$ cat src/rtl/ring_fifo_pkg.sv
package ring_fifo_pkg;

   typedef enum logic [0:0] {
      OCC_COUNT    = 1'b0,
      OCC_WRAPFLAG = 1'b1
   } occ_style_e;

   function automatic int unsigned fill_bits(input int unsigned depth);
      return $clog2(depth + 1);
   endfunction

endpackage

$ cat src/rtl/ring_token.sv
module ring_token #(
   parameter int unsigned DEPTH = 8
) (
   input  logic             clk,
   input  logic             rst_n,
   input  logic             step,
   output logic [DEPTH-1:0] tok
);
   localparam logic [DEPTH-1:0] HOME = DEPTH'(1);

   always_ff @(posedge clk) begin
      if (!rst_n)
         tok <= HOME;
      else if (step)
         tok <= {tok[DEPTH-2:0], tok[DEPTH-1]};
   end

   // token never lost or duplicated
   assert_token_onehot_R2: assert property (@(posedge clk) disable iff (!rst_n)
      $countones(tok) == 1);

   // token holds still without an accepted transfer
   assert_token_hold_R3: assert property (@(posedge clk) disable iff (!rst_n)
      !step |=> $stable(tok));

endmodule

$ cat src/rtl/cell_bank.sv
module cell_bank #(
   parameter int unsigned WIDTH = 16,
   parameter int unsigned DEPTH = 8
) (
   input  logic             clk,
   input  logic             rst_n,
   input  logic             wr_fire,
   input  logic [DEPTH-1:0] wr_tok,
   input  logic [WIDTH-1:0] wr_bus,
   output logic [WIDTH-1:0] cells [DEPTH]
);
   logic [DEPTH-1:0] load_en;

   assign load_en = wr_tok & {DEPTH{wr_fire}};

   for (genvar i = 0; i < DEPTH; i++) begin : g_cell
      always_ff @(posedge clk) begin
         if (load_en[i])
            cells[i] <= wr_bus;
      end
   end

   // at most one register captures the input bus
   assert_single_load_R4: assert property (@(posedge clk) disable iff (!rst_n)
      $countones(load_en) <= 1);

   // an accepted write always hits some cell
   assert_write_lands_R4: assert property (@(posedge clk) disable iff (!rst_n)
      wr_fire |-> $countones(load_en) == 1);

endmodule

$ cat src/rtl/bus_select.sv
module bus_select #(
   parameter int unsigned WIDTH = 16,
   parameter int unsigned DEPTH = 8
) (
   input  logic             clk,
   input  logic             rst_n,
   input  logic [DEPTH-1:0] sel,
   input  logic [WIDTH-1:0] cells [DEPTH],
   output logic [WIDTH-1:0] bus
);
   always_comb begin
      bus = '0;
      for (int i = 0; i < DEPTH; i++)
         bus = bus | (cells[i] & {WIDTH{sel[i]}});
   end

   // never two drivers on the output bus
   assert_single_driver_R8: assert property (@(posedge clk) disable iff (!rst_n)
      $countones(sel) <= 1);

endmodule

$ cat src/rtl/occ_tracker.sv
module occ_tracker
   import ring_fifo_pkg::*;
#(
   parameter int unsigned DEPTH = 8,
   parameter occ_style_e  STYLE = OCC_COUNT
) (
   input  logic clk,
   input  logic rst_n,
   input  logic wr_fire,
   input  logic rd_fire,
   input  logic tok_match,
   output logic full,
   output logic empty
);
   localparam int unsigned FW = fill_bits(DEPTH);
   localparam logic [FW-1:0] FULL_LVL = FW'(DEPTH);

   if (STYLE == OCC_COUNT) begin : g_count
      logic [FW-1:0] fill;

      always_ff @(posedge clk) begin
         if (!rst_n)
            fill <= '0;
         else if (wr_fire && !rd_fire)
            fill <= fill + 1'b1;
         else if (rd_fire && !wr_fire)
            fill <= fill - 1'b1;
      end

      assign full  = (fill == FULL_LVL);
      assign empty = (fill == '0);

      // fill level never exceeds capacity
      assert_fill_range_R5: assert property (@(posedge clk) disable iff (!rst_n)
         fill <= FULL_LVL);

      // counter limits agree with coinciding tokens
      assert_edge_tokens_R5: assert property (@(posedge clk) disable iff (!rst_n)
         (full || empty) |-> tok_match);
   end else begin : g_flag
      logic last_wr;

      always_ff @(posedge clk) begin
         if (!rst_n)
            last_wr <= 1'b0;
         else if (wr_fire && !rd_fire)
            last_wr <= 1'b1;
         else if (rd_fire && !wr_fire)
            last_wr <= 1'b0;
      end

      assign full  = tok_match &&  last_wr;
      assign empty = tok_match && !last_wr;
   end

   // no acceptance past the limits
   assert_no_overflow_R5: assert property (@(posedge clk) disable iff (!rst_n)
      full |-> !(wr_fire && !rd_fire));

   // no read accepted from an empty queue
   assert_no_underflow_R6: assert property (@(posedge clk) disable iff (!rst_n)
      empty |-> !rd_fire);

   // paired transfer leaves the level alone
   assert_pair_keeps_level_R7: assert property (@(posedge clk) disable iff (!rst_n)
      (wr_fire && rd_fire) |=> (full == $past(full)) && (empty == $past(empty)));

   // the two states exclude each other
   assert_states_exclusive_R5: assert property (@(posedge clk) disable iff (!rst_n)
      !(full && empty));

endmodule

$ cat src/rtl/ring_token_fifo.sv
module ring_token_fifo
   import ring_fifo_pkg::*;
#(
   parameter int unsigned WIDTH = 16,
   parameter int unsigned DEPTH = 8,
   parameter occ_style_e  OCC   = OCC_COUNT
) (
   input  logic             clk,
   input  logic             rst_n,
   input  logic             wr_valid,
   output logic             wr_ready,
   input  logic [WIDTH-1:0] wr_data,
   output logic             rd_valid,
   input  logic             rd_ready,
   output logic [WIDTH-1:0] rd_data
);
   if (DEPTH < 2) begin : g_bad_depth
      $error("ring_token_fifo: DEPTH must be at least 2");
   end
   if (WIDTH < 1) begin : g_bad_width
      $error("ring_token_fifo: WIDTH must be at least 1");
   end

   logic [DEPTH-1:0] wr_tok;
   logic [DEPTH-1:0] rd_tok;
   logic [DEPTH-1:0] out_sel;
   logic [WIDTH-1:0] cells [DEPTH];
   logic             wr_fire;
   logic             rd_fire;
   logic             full;
   logic             empty;
   logic             tok_match;

   assign wr_ready  = !full;
   assign rd_valid  = !empty;
   assign wr_fire   = wr_valid && !full;
   assign rd_fire   = rd_ready && !empty;
   assign tok_match = |(wr_tok & rd_tok);
   assign out_sel   = rd_tok & {DEPTH{!empty}};

   ring_token #(.DEPTH(DEPTH)) u_wr_ring (
      .clk(clk), .rst_n(rst_n), .step(wr_fire), .tok(wr_tok));

   ring_token #(.DEPTH(DEPTH)) u_rd_ring (
      .clk(clk), .rst_n(rst_n), .step(rd_fire), .tok(rd_tok));

   cell_bank #(.WIDTH(WIDTH), .DEPTH(DEPTH)) u_cells (
      .clk(clk), .rst_n(rst_n), .wr_fire(wr_fire), .wr_tok(wr_tok),
      .wr_bus(wr_data), .cells(cells));

   bus_select #(.WIDTH(WIDTH), .DEPTH(DEPTH)) u_sel (
      .clk(clk), .rst_n(rst_n), .sel(out_sel), .cells(cells), .bus(rd_data));

   occ_tracker #(.DEPTH(DEPTH), .STYLE(OCC)) u_occ (
      .clk(clk), .rst_n(rst_n), .wr_fire(wr_fire), .rd_fire(rd_fire),
      .tok_match(tok_match), .full(full), .empty(empty));

   // tokens and state come out of reset together
   assert_reset_empty_R1: assert property (@(posedge clk)
      !rst_n |=> (wr_tok == rd_tok) && rd_valid && 1'b0 == 1'b0 ? !rd_valid : 1'b1);

   // a non-empty queue drives exactly one cell onto the bus
   assert_head_selected_R8: assert property (@(posedge clk) disable iff (!rst_n)
      rd_valid |-> $countones(out_sel) == 1);

endmodule

$ cat config.mk
export PLATFORM = sky130hd
export DESIGN_NAME = ring_token_fifo
export DESIGN_NICKNAME = d
export VERILOG_FILES = /design/src/rtl/ring_fifo_pkg.sv /design/src/rtl/ring_token.sv /design/src/rtl/cell_bank.sv /design/src/rtl/bus_select.sv /design/src/rtl/occ_tracker.sv /design/src/rtl/ring_token_fifo.sv
export SDC_FILE = /design/constraint.sdc
export NUM_CORES = 1
export LEC_CHECK = 0
export BUFFER_PORTS_ARGS = -buffer_cell sky130_fd_sc_hd__buf_2
export CORE_AREA = 4 4 102 104
export DETAILED_ROUTE_END_ITERATION = 8
export DIE_AREA = 0 0 106 108
export PLACE_DENSITY_LB_ADDON = 0.08
export SLEW_MARGIN = 30
export SYNTH_ARGS = -nofsm -noshare
export SYNTH_HDL_FRONTEND = slang
export SYNTH_SLANG_ARGS = --single-unit
$ cat constraint.sdc
create_clock -name clk -period 2.95 [get_ports clk]
set_clock_uncertainty 0.05 [all_clocks]
set_input_delay 0 -clock clk [delete_from_list [all_inputs] [get_ports clk]]
set_output_delay 0 -clock clk [all_outputs]
set_load 0.02 [all_outputs]
==> key figures <==
Run status
  – Status: complete, no violations

Pwr
  – Switching Share: 28.9%
  – Sequential fraction of design power: 44.5%
  – Switch Pwr: 1640 uW
  – Tot Pwr: 5670 uW
  – Maximum VDD drop: 0.000484 V
  – Clock network fraction of design power: 34.3%
  – P_int: 4030 uW
  – Part of the power in combinational logic: 21.1%
  – P_leak: 0.00215 uW
  – Pwr dens: 873 nW/um2

Global routing
  – Gr ovfl total: 0
  – Vias in the first global route: 3120
  – First-pass GRT wire length: 18.1 mm
  – Total GRT Usage: 21.8%
  – Initial antenna violation count: 0
  – Pin count of the biggest net entering global routing: 22

STA
  – Pins Over Slew Limit: 0
  – Maximum clock frequency: 373 MHz
  – RSZ-0062 raised after global routing: no
  – Final worst slack: 0.269 ns
  – Period utilisation layout: 90.9%
  – Setup TNS: 0 ns
  – Worst rel slew slack: 36.5%
  – Final critical-path required period: 2.68 ns
  – Final Hold Vio Count: 0
  – Endpoints failing setup: 0
  – Slew @ Worst Pin: 0.951 ns

Worst setup path
  – Crit path depth: 10
  – Slowest CP cell: or4b_4
  – Reg2Reg Setup Slack: 0.27 ns
  – Endpoint class of the critical path: flop
  – CP startpoint: u_occ.g_count.fill[0]$_SDFFE_PN0P_
  – Cell chain of the critical path: or4b_4 -> nand2_2 -> inv_2 -> ha_1 -> inv_1 -> ha_1 -> a21oi_1 -> a211oi_1 -> a31oi_1 -> mux2i_1
  – RR Startpoint: u_occ.g_count.fill[0]$_SDFFE_PN0P_
  – CP required: 3.35 ns
  – Reg2reg end: u_occ.g_count.fill[3]$_SDFFE_PN0P_
  – Crit-path leading delay family: simple AND/OR/NAND/NOR gates
  – Cells on worst reg2reg path: 10
  – CP Class: flop to flop
  – Crit path buf inv count: 2
  – CP dominant cell by count: ha_1
  – Crit path max fanout: 9
  – WP data arrival: 3.08 ns
  – Slowest stage delay, CP: 0.58 ns
  – Crit path to: u_occ.g_count.fill[3]$_SDFFE_PN0P_
  – Startpoint types: flop

Place
  – DP HPWL: 6.18 mm
  – I/O Buffers: 37
  – Placed Area: 5780 um2
  – Place WS: 0.329 ns
  – RD Place Congestion: 0.840

Finish
  – P&R area growth vs syn: 18.4%
  – Most frequent cells in the layout: 128 x edfxtp_1, 64 x a22oi_1, 37 x buf_2, 33 x nand2_1, 19 x dfxtp_1
  – Layout cells sized above 1: 20.6%
  – Final instance area: 6490 um2
  – Final core occ: 68.0%
  – Inserted Diodes: 0
  – # fillers: 707
  – Most common cell after layout, fill and taps aside: edfxtp_1
  – Multi-input logic area: 1100 um2
  – Seq. cell area: 4250 um2
  – Layout Nets: 413

Synth
  – Top FF cell, synth: edfxtp_1
  – Async S/R FF share, synth: 0%
  – Mapped cell area: 5490 um2
  – Post-Syn Instances: 332
  – Avg Cell Area, Syn: 16.5 um2
  – Synth Register Bits: 148
  – Cell variety after synth: 32
  – Syn_nets: 356
  – EDFF count, synth: 128
  – Synth warn: 0
  – Seq/Total Area, Yosys: 77.3%

Clock tree
  – CTS tree: yes
  – CTS buffer count: 17
  – Root buffer cell: clkbuf_8
  – Num Clock Sinks: 148
  – Clk_lat worst skew: 0.52 ns
  – Postcts setup bufs: 0
  – Clk slew on worst S/H paths: 0.06 ns
  – H-tree depth: 4
  – Max Root-Sink Buffers: 2

Drt
  – Drt first pass iters: 4
  – Wirelength, routed: 11.5 mm
  – DRC violations left: 0
  – Drt wl/cell: 21.5 um
  – Routed Antenna Nets: 0
  – Via count: 3100
  – Via density per instance: 5.79
  – Drt initial violations: 150

Floorplan
  – Core area: 9550 um2
  – Initial Utilization: 57.5%
  – # IOs: 38
  – Die area: 11400 um2
  – Row cnt: 36
  – Chip height: 108 um
  – Die X: 106 um

Min path
  – Min-delay worst type: input pin to flop
  – Worst hold start: rd_ready

Run
  – Max-Cap Viols: 0
worst reg2reg max path, stage by stage (launching register included):
cell and delay [ns]:
dfxtp_1 0.38, or4b_4 0.58, nand2_2 0.18, inv_2 0.11, ha_1 0.20, inv_1 0.15, ha_1 0.29, a21oi_1 0.19
a211oi_1 0.10, a31oi_1 0.18, mux2i_1 0.20
cell families (layout without fill, tap and decap cells):
kind of cell	after synthesis	in the layout	share of synthesized area, %
AO/OA/AOI/OAI	98	98	14.1
flip-flops	148	148	77.3
adder cells (fa/ha/maj)	4	4	1.05
buffers and inverters	32	102	2.71
XOR/XNOR	2	2	0.319
AND/OR/NAND/NOR	46	46	4.08
multiplexers	2	2	0.365
state kept, by name, indices dropped and copies added, names as in the netlist:
| register | flops |
|---|---|
| u_cells.cells | 128 |
| u_rd_ring.tok | 8 |
| u_wr_ring.tok | 8 |
| u_occ.g_count.fill | 4 |
power groups by stage:
stage                     Sequential, uW  Clock [uW]  Combinational, uW
final                               2530        1950               1200
after global routing                2540        2070               1320
after CTS                           2530        1980               1220
after detailed placement            2570           0               1190
after global placement              2570           0               1180
after floorplan                     2490           0                863
Yosys cell counts (2+ instances only):
master,n,area (um2)
a21boi_0,7,52.6
a21boi_2,7,78.8
a22oi_1,64,480
a41oi_1,16,140
and2_1,3,18.8
buf_2,7,35.0
clkbuf_1,12,45.0
dfxtp_1,20,400
edfxtp_1,128,3840
ha_1,3,37.5
inv_1,8,30.0
inv_2,2,7.51
mux2i_1,2,20.0
nand2_1,33,124
nand3_1,2,10.0
xnor2_1,2,17.5
per-layer routing:
layer	vias to the layer above	wire [um]	global-route usage (%)	share of wire (%)
met5	-	0	0	0
met4	0	151	8.14	1.3
met3	11	859	5.55	7.5
met2	118	5550	34.0	48
met1	1535	4930	29.9	43
li1	1436	-	-	-
stage by stage:
| stage | instances | hold slack, ns |
|---|---|---|
| after floorplan | 332 | 0.0489 |
| after global placement | 485 | 0.213 |
| after detailed placement | 485 | 0.223 |
| after CTS | 535 | 0.0289 |
| after global routing | 535 | 0.0633 |
| final | 535 | 0.0454 |
cell type report:
class	instances	area share [%]
clock buffer	19	6.49
sequential	148	65.4
tap	133	2.56
multi-input combinational	152	16.9
inverter	11	0.828
clock inverter	13	1.79
timing repair buffer	59	6.09
worst min path at each step:
stage	to	slack, ns	cells past startpoint
6_report	u_rd_ring.tok[4]$_SDFFE_PN0P_	0.05	4
3_5_place_dp	u_cells.cells[1]$_DFFE_PP_	0.22	1
4_1_cts	u_rd_ring.tok[2]$_SDFFE_PN0P_	0.03	4
2_1_floorplan	u_cells.cells[0]$_DFFE_PP_	0.05	0
3_3_place_gp	u_cells.cells[1]$_DFFE_PP_	0.21	1
5_1_grt	u_rd_ring.tok[4]$_SDFFE_PN0P_	0.06	4
timing repair:
item,in CTS,in global routing
hold buffers,18,0
endpoints found under the hold margin,148,0
resized for setup,0,0
Note: power is estimated with default switching activity, not from simulation.
